--- config.mk ---
export PLATFORM = sky130hd
export DESIGN_NAME = gpio_irq_ctrl
export DESIGN_NICKNAME = d
export VERILOG_FILES = /design/src/rtl/gpio_irq_pkg.sv /design/src/rtl/gpio_in_sync.sv /design/src/rtl/gpio_irq_cell.sv /design/src/rtl/gpio_irq_ctrl.sv
export SDC_FILE = /design/constraint.sdc
export NUM_CORES = 1
export LEC_CHECK = 0
export BUFFER_PORTS_ARGS = -buffer_cell sky130_fd_sc_hd__clkbuf_2
export CORE_MARGIN = 2
export CORE_UTILIZATION = 32
export CTS_BUF_LIST = sky130_fd_sc_hd__clkbuf_16
export CTS_CLUSTER_SIZE = 10
export DETAILED_ROUTE_END_ITERATION = 10
export HOLD_SLACK_MARGIN = 0.15
export PLACE_DENSITY_LB_ADDON = 0.3
export SETUP_SLACK_MARGIN = 0.05
export SYNTH_ARGS = -nofsm -noshare
export SYNTH_HDL_FRONTEND = slang
export SYNTH_SLANG_ARGS = --single-unit
--- constraint.sdc ---
create_clock -name clk -period 4.5 [get_ports clk]
set_clock_uncertainty 0.05 [all_clocks]
set_input_delay 0.225 -clock clk [delete_from_list [all_inputs] [get_ports clk]]
set_output_delay 0.225 -clock clk [all_outputs]
set_load 0.05 [all_outputs]
--- src/rtl/gpio_irq_pkg.sv ---
package gpio_irq_pkg;

    localparam int REG_W     = 32;
    localparam int MAX_LINES = 31;

    // byte offsets software depends on
    localparam logic [7:0] OFF_DIR  = 8'h00;
    localparam logic [7:0] OFF_IN   = 8'h04;
    localparam logic [7:0] OFF_SET  = 8'h0C;
    localparam logic [7:0] OFF_CLR  = 8'h10;
    localparam logic [7:0] OFF_EN   = 8'h14;
    localparam logic [7:0] OFF_TYPE = 8'h18;
    localparam logic [7:0] OFF_POL  = 8'h1C;
    localparam logic [7:0] OFF_PEND = 8'h20;
    localparam logic [7:0] OFF_MASK = 8'h24;

    typedef struct packed {
        logic [REG_W-1:0] dir;
        logic [REG_W-1:0] outl;
        logic [REG_W-1:0] en;
        logic [REG_W-1:0] typ;
        logic [REG_W-1:0] pol;
        logic [REG_W-1:0] mask;
        logic [REG_W-1:0] rdata;
        logic             irq;
    } ctrl_state_t;

endpackage

--- src/rtl/gpio_in_sync.sv ---
module gpio_in_sync #(
    parameter int WIDTH = 8
) (
    input  logic             clk,
    input  logic             rst_n,
    input  logic [WIDTH-1:0] pin_i,
    output logic [WIDTH-1:0] sync_o,
    output logic [WIDTH-1:0] prev_o
);

    typedef struct packed {
        logic [WIDTH-1:0] meta;
        logic [WIDTH-1:0] sync;
        logic [WIDTH-1:0] prev;
    } sync_state_t;

    sync_state_t st_d, st_q;

    always_comb begin
        st_d      = st_q;
        st_d.meta = pin_i;
        st_d.sync = st_q.meta;
        st_d.prev = st_q.sync;
    end

    always_ff @(posedge clk or negedge rst_n) begin
        if (!rst_n) begin
            st_q <= '0;
        end else begin
            st_q <= st_d;
        end
    end

    assign sync_o = st_q.sync;
    assign prev_o = st_q.prev;

endmodule

--- src/rtl/gpio_irq_cell.sv ---
module gpio_irq_cell (
    input  logic clk,
    input  logic rst_n,
    input  logic sync_i,
    input  logic prev_i,
    input  logic en_i,
    input  logic level_i,
    input  logic pol_i,
    input  logic ack_i,
    output logic pend_o
);

    logic edge_d, edge_q;
    logic rise, fall, edge_hit, level_hit;

    always_comb begin
        rise      = sync_i & ~prev_i;
        fall      = ~sync_i & prev_i;
        edge_hit  = pol_i ? rise : fall;
        level_hit = (sync_i == pol_i);

        edge_d = edge_q;
        if (!en_i || level_i) begin
            edge_d = 1'b0;
        end else if (edge_hit) begin
            edge_d = 1'b1;
        end else if (ack_i) begin
            edge_d = 1'b0;
        end

        pend_o = en_i & (level_i ? level_hit : edge_q);
    end

    always_ff @(posedge clk or negedge rst_n) begin
        if (!rst_n) begin
            edge_q <= 1'b0;
        end else begin
            edge_q <= edge_d;
        end
    end

endmodule

--- src/rtl/gpio_irq_ctrl.sv ---
module gpio_irq_ctrl
    import gpio_irq_pkg::*;
#(
    parameter int NUM_LINES  = 8,
    parameter bit DIR_INVERT = 1'b0,
    parameter int ADDR_W     = 8
) (
    input  logic                 clk,
    input  logic                 rst_n,
    input  logic [ADDR_W-1:0]    bus_addr,
    input  logic                 bus_we,
    input  logic [31:0]          bus_wdata,
    input  logic                 bus_re,
    output logic [31:0]          bus_rdata,
    input  logic [NUM_LINES-1:0] pin_in,
    output logic [NUM_LINES-1:0] pin_out,
    output logic [NUM_LINES-1:0] pin_oe,
    output logic                 irq_out
);

    localparam logic [REG_W-1:0] LINE_MASK =
        REG_W'((64'd1 << NUM_LINES) - 64'd1);

    ctrl_state_t state_d, state_q;

    logic [NUM_LINES-1:0] sync_v, prev_v, pend_v;
    logic [REG_W-1:0]     wdata_m, pend_w, in_w;
    logic                 hit_dir, hit_in, hit_set, hit_clr, hit_en;
    logic                 hit_typ, hit_pol, hit_pend, hit_mask;
    logic                 ack_wr;

    // views for the bound checker
    logic [NUM_LINES-1:0] en_bits, mask_bits, pend_bits;

    always_comb begin
        hit_dir  = (bus_addr == ADDR_W'(OFF_DIR));
        hit_in   = (bus_addr == ADDR_W'(OFF_IN));
        hit_set  = (bus_addr == ADDR_W'(OFF_SET));
        hit_clr  = (bus_addr == ADDR_W'(OFF_CLR));
        hit_en   = (bus_addr == ADDR_W'(OFF_EN));
        hit_typ  = (bus_addr == ADDR_W'(OFF_TYPE));
        hit_pol  = (bus_addr == ADDR_W'(OFF_POL));
        hit_pend = (bus_addr == ADDR_W'(OFF_PEND));
        hit_mask = (bus_addr == ADDR_W'(OFF_MASK));
        wdata_m  = bus_wdata & LINE_MASK;
        ack_wr   = bus_we & hit_pend;
    end

    gpio_in_sync #(
        .WIDTH (NUM_LINES)
    ) u_sync (
        .clk    (clk),
        .rst_n  (rst_n),
        .pin_i  (pin_in),
        .sync_o (sync_v),
        .prev_o (prev_v)
    );

    for (genvar g = 0; g < NUM_LINES; g++) begin : g_line
        gpio_irq_cell u_cell (
            .clk     (clk),
            .rst_n   (rst_n),
            .sync_i  (sync_v[g]),
            .prev_i  (prev_v[g]),
            .en_i    (state_q.en[g]),
            .level_i (state_q.typ[g]),
            .pol_i   (state_q.pol[g]),
            .ack_i   (ack_wr & bus_wdata[g]),
            .pend_o  (pend_v[g])
        );
    end

    always_comb begin
        pend_w = REG_W'(pend_v);
        in_w   = REG_W'(sync_v);

        state_d = state_q;

        if (bus_we) begin
            if (hit_dir)  state_d.dir  = wdata_m;
            if (hit_set)  state_d.outl = state_q.outl | wdata_m;
            if (hit_clr)  state_d.outl = state_q.outl & ~wdata_m;
            if (hit_en)   state_d.en   = wdata_m;
            if (hit_typ)  state_d.typ  = wdata_m;
            if (hit_pol)  state_d.pol  = wdata_m;
            if (hit_mask) state_d.mask = wdata_m;
        end

        if (bus_re) begin
            state_d.rdata = '0;
            if (hit_dir)            state_d.rdata = state_q.dir;
            if (hit_in)             state_d.rdata = in_w;
            if (hit_set || hit_clr) state_d.rdata = state_q.outl;
            if (hit_en)             state_d.rdata = state_q.en;
            if (hit_typ)            state_d.rdata = state_q.typ;
            if (hit_pol)            state_d.rdata = state_q.pol;
            if (hit_pend)           state_d.rdata = pend_w;
            if (hit_mask)           state_d.rdata = state_q.mask;
        end

        state_d.irq = |(pend_w & state_q.en & state_q.mask);
    end

    always_ff @(posedge clk or negedge rst_n) begin
        if (!rst_n) begin
            state_q <= '0;
        end else begin
            state_q <= state_d;
        end
    end

    always_comb begin
        bus_rdata = state_q.rdata;
        pin_out   = state_q.outl[NUM_LINES-1:0];
        if (DIR_INVERT) begin
            pin_oe = ~state_q.dir[NUM_LINES-1:0];
        end else begin
            pin_oe = state_q.dir[NUM_LINES-1:0];
        end
        irq_out   = state_q.irq;
        en_bits   = state_q.en[NUM_LINES-1:0];
        mask_bits = state_q.mask[NUM_LINES-1:0];
        pend_bits = pend_v;
    end

endmodule

==> results.yml <==
cts:
  cts_buffer_depth: 2
  ctsHoldBuffers: 11
  cts_root_buf: "clkbuf_16"
  htreeDepth: 3
  cts_sinks: 89
  tritoncts: "built"
  cts_made_buffers: 9
  cts_setup_buffers: 0
  insertion_delay_ns: 0.34
  cts_resized: 0
  clk_pin_slew_worst_paths_ns: 0.05
route:
  drtIter0Drc: 224
  drtPass1Iterations: 4
  vias: 3241
  wl_per_cell_um: 17.0
  final_antenna_net_count: 0
  vias_per_cell: 5.10
  drt_wl_total_um: 10800
  drc_errors: 0
synthesis:
  yosys_warnings: 0
  syn_area_mm2: 0.00437
  synth_edf_count: 0
  synth_cell_types: 39
  synthCells: 402
  yosysSeqAreaShare: 0.510
  ys_ff_latch: 89
  avgSynthCellArea_um2: 10.9
  synth_ff_type: "dfrtp_1"
  async_reset_ff_frac: 1.00
timing:
  finalSetupViolations: 0
  grt_setup_unrepaired: "false"
  hold_slack_ns: 0.157
  hold_viol: 0
  fmax_ghz: 0.418
  tightest_slew_ns: 0.987
  tns_ns: 0
  layout_setup_ws_ns: 2.11
  max_slew_margin: 0.339
  finalCritPeriodShare: 0.532
  period_needed_ns: 2.39
  maxSlewViolCount: 0
cells_and_area:
  syn2layout_area_growth_pct: 16.3
  layout-drive-gt1-share: 0.257
  final_nets: 507
  final_common_cell: "dfrtp_1"
  layout_common_cells: "dfrtp_1 (89), clkbuf_2 (51), mux2_2 (44)"
  n_antenna_cell: 0
floorplanning:
  die_h_um: 121
  core_mm2: 0.0133
  start_util: 0.328
  row_count: 42
  die-area_mm2: 0.0146
  io_pins: 101
  fp.dieW_um: 121
setup_path:
  crit_path_start_kind: "input port"
  cp.arrival_ns: 2.56
  end_kind: "register"
  crit_slowest_cell: "nand4_1"
  crit_path_max_fanout: 43
  max_stage_delay_ns: 0.66
  worst_ep_required_time_ns: 4.67
  r2r-start: "u_sync.sync_o[3]"
  crit_chain: "clkbuf_2, nor2_2, nand4_1, mux2_2"
  crit_start: "bus_addr[2]"
  critical_path_class: "input port to register"
worst_hold_path:
  min_path_type: "input port to register"
  hold_start: "bus_wdata[4]"
power_and_ir_drop:
  powerDensity_mw_per_mm2: 407
  vdd_drop_max_v: 0.000151
  p_leak_nw: 2.35
flow_run:
  cap_violations: 0
global_route:
  grt_max_degree: 64
  grtUsageTotal: 0.159
  grt-ovfl-total: 0
  grt_pass1_vias: 3202
  antenna_found_initial: 0
  grt_pass1_wl_um: 17500
outcome:
  status: "complete, no violations"
placement:
  dp.final_hpwl_um: 7350
  port_buffers: 52
  dp_slack_ns: 1.74
  gp_congestion: 0.796
-- where the power goes --
group | switching (mW) | leakage (nW) | internal, mW
clock network | 0.297 | 0.166 | 0.537
logic | 0.222 | 1.08 | 0.0992
registers | 0.0466 | 1.11 | 0.862
-- Yosys cell counts (2+ instances only) --
| library cell | count | area (um^2) |
|---|---|---|
| nand3_1 | 3 | 15.0 |
| o211ai_1 | 7 | 52.6 |
| buf_2 | 8 | 40.0 |
| buf_6 | 3 | 33.8 |
| mux2_2 | 44 | 495 |
| and3_1 | 11 | 68.8 |
| a31oi_1 | 11 | 68.8 |
| o21a_1 | 7 | 52.6 |
| buf_4 | 29 | 218 |
| xnor2_1 | 8 | 70.1 |
| clkbuf_1 | 4 | 15.0 |
| inv_1 | 8 | 30.0 |
| nand2_1 | 34 | 128 |
| a21oi_1 | 17 | 85.1 |
| nand4_1 | 2 | 12.5 |
| nor3_1 | 8 | 40.0 |
| a221oi_1 | 25 | 219 |
| dfrtp_1 | 89 | 2230 |
| o21ai_0 | 17 | 85.1 |
| and2_1 | 2 | 12.5 |
| nor2_1 | 38 | 143 |
| mux2i_1 | 7 | 70.1 |
| a211oi_1 | 3 | 22.5 |
| a22oi_1 | 2 | 15.0 |
-- per-layer routing --
layer,global-route usage,up-vias,routed length (um)
met2,0.241,106,5060
li1,-,1520,-
met1,0.221,1600,4900
met5,0,-,0
met4,0.0785,0,204
met3,0.0259,15,664
-- sequential cells by signal, indices dropped and copies added (netlist names), named ones only --
signal	flops
state_q	16
bus_rdata	8
en_bits	8
g_line.u_cell.edge_q	8
mask_bits	8
pin_oe	8
u_sync.prev_o	8
u_sync.st_d	8
u_sync.sync_o	8
irq_out	1
-- through the flow --
stage               cell area [um^2]  utilization  cells  total power [mW]
floorplan                       4450            -    425              1.16
global placement                4630        0.348    609              1.23
detailed placement              4630        0.348    609              1.24
CTS                             5080        0.382    636              2.09
global route                    5080        0.382    636              2.16
finish                          5080        0.382    636              2.06
-- cells by family after synthesis --
| group | after synthesis | share of synthesized area |
|---|---|---|
| other | 1 | 0.000859 |
| buffers and inverters | 53 | 0.0780 |
| AO/OA/AOI/OAI | 93 | 0.146 |
| flip-flops | 89 | 0.510 |
| AND/OR/NAND/NOR | 107 | 0.120 |
| XOR/XNOR | 8 | 0.0161 |
| multiplexers | 51 | 0.130 |
-- area by class of cell --
class	count	area [um^2]
well taps	176	220
fillers	1299	8220
clock buffers	9	225
inverters	8	30.0
repair buffers	64	380
flip-flops and latches	89	2230
clock inverters	7	110
multi-input cells	283	1880
-- worst paths after layout --
kind | end | slack (ns) | cells past startpoint
setup / recovery | pin_oe[1] | 2.11 | 4
hold / removal | register | 0.16 | 2
setup reg to reg | irq_out | 2.90 | 5
hold reg to reg | u_sync.sync_o[5] | 0.30 | 0
max in group asynchronous | pin_oe[7] | 3.07 | 3
min in group asynchronous | u_sync.st_d[13] | 0.47 | 2
-- critical path, delay by kind of cell --
kind	cells	cell delay [ns]
simple gates	2	1.30
buf+inv	1	0.51
mux	1	0.50
(Power assumes the default switching activity.)
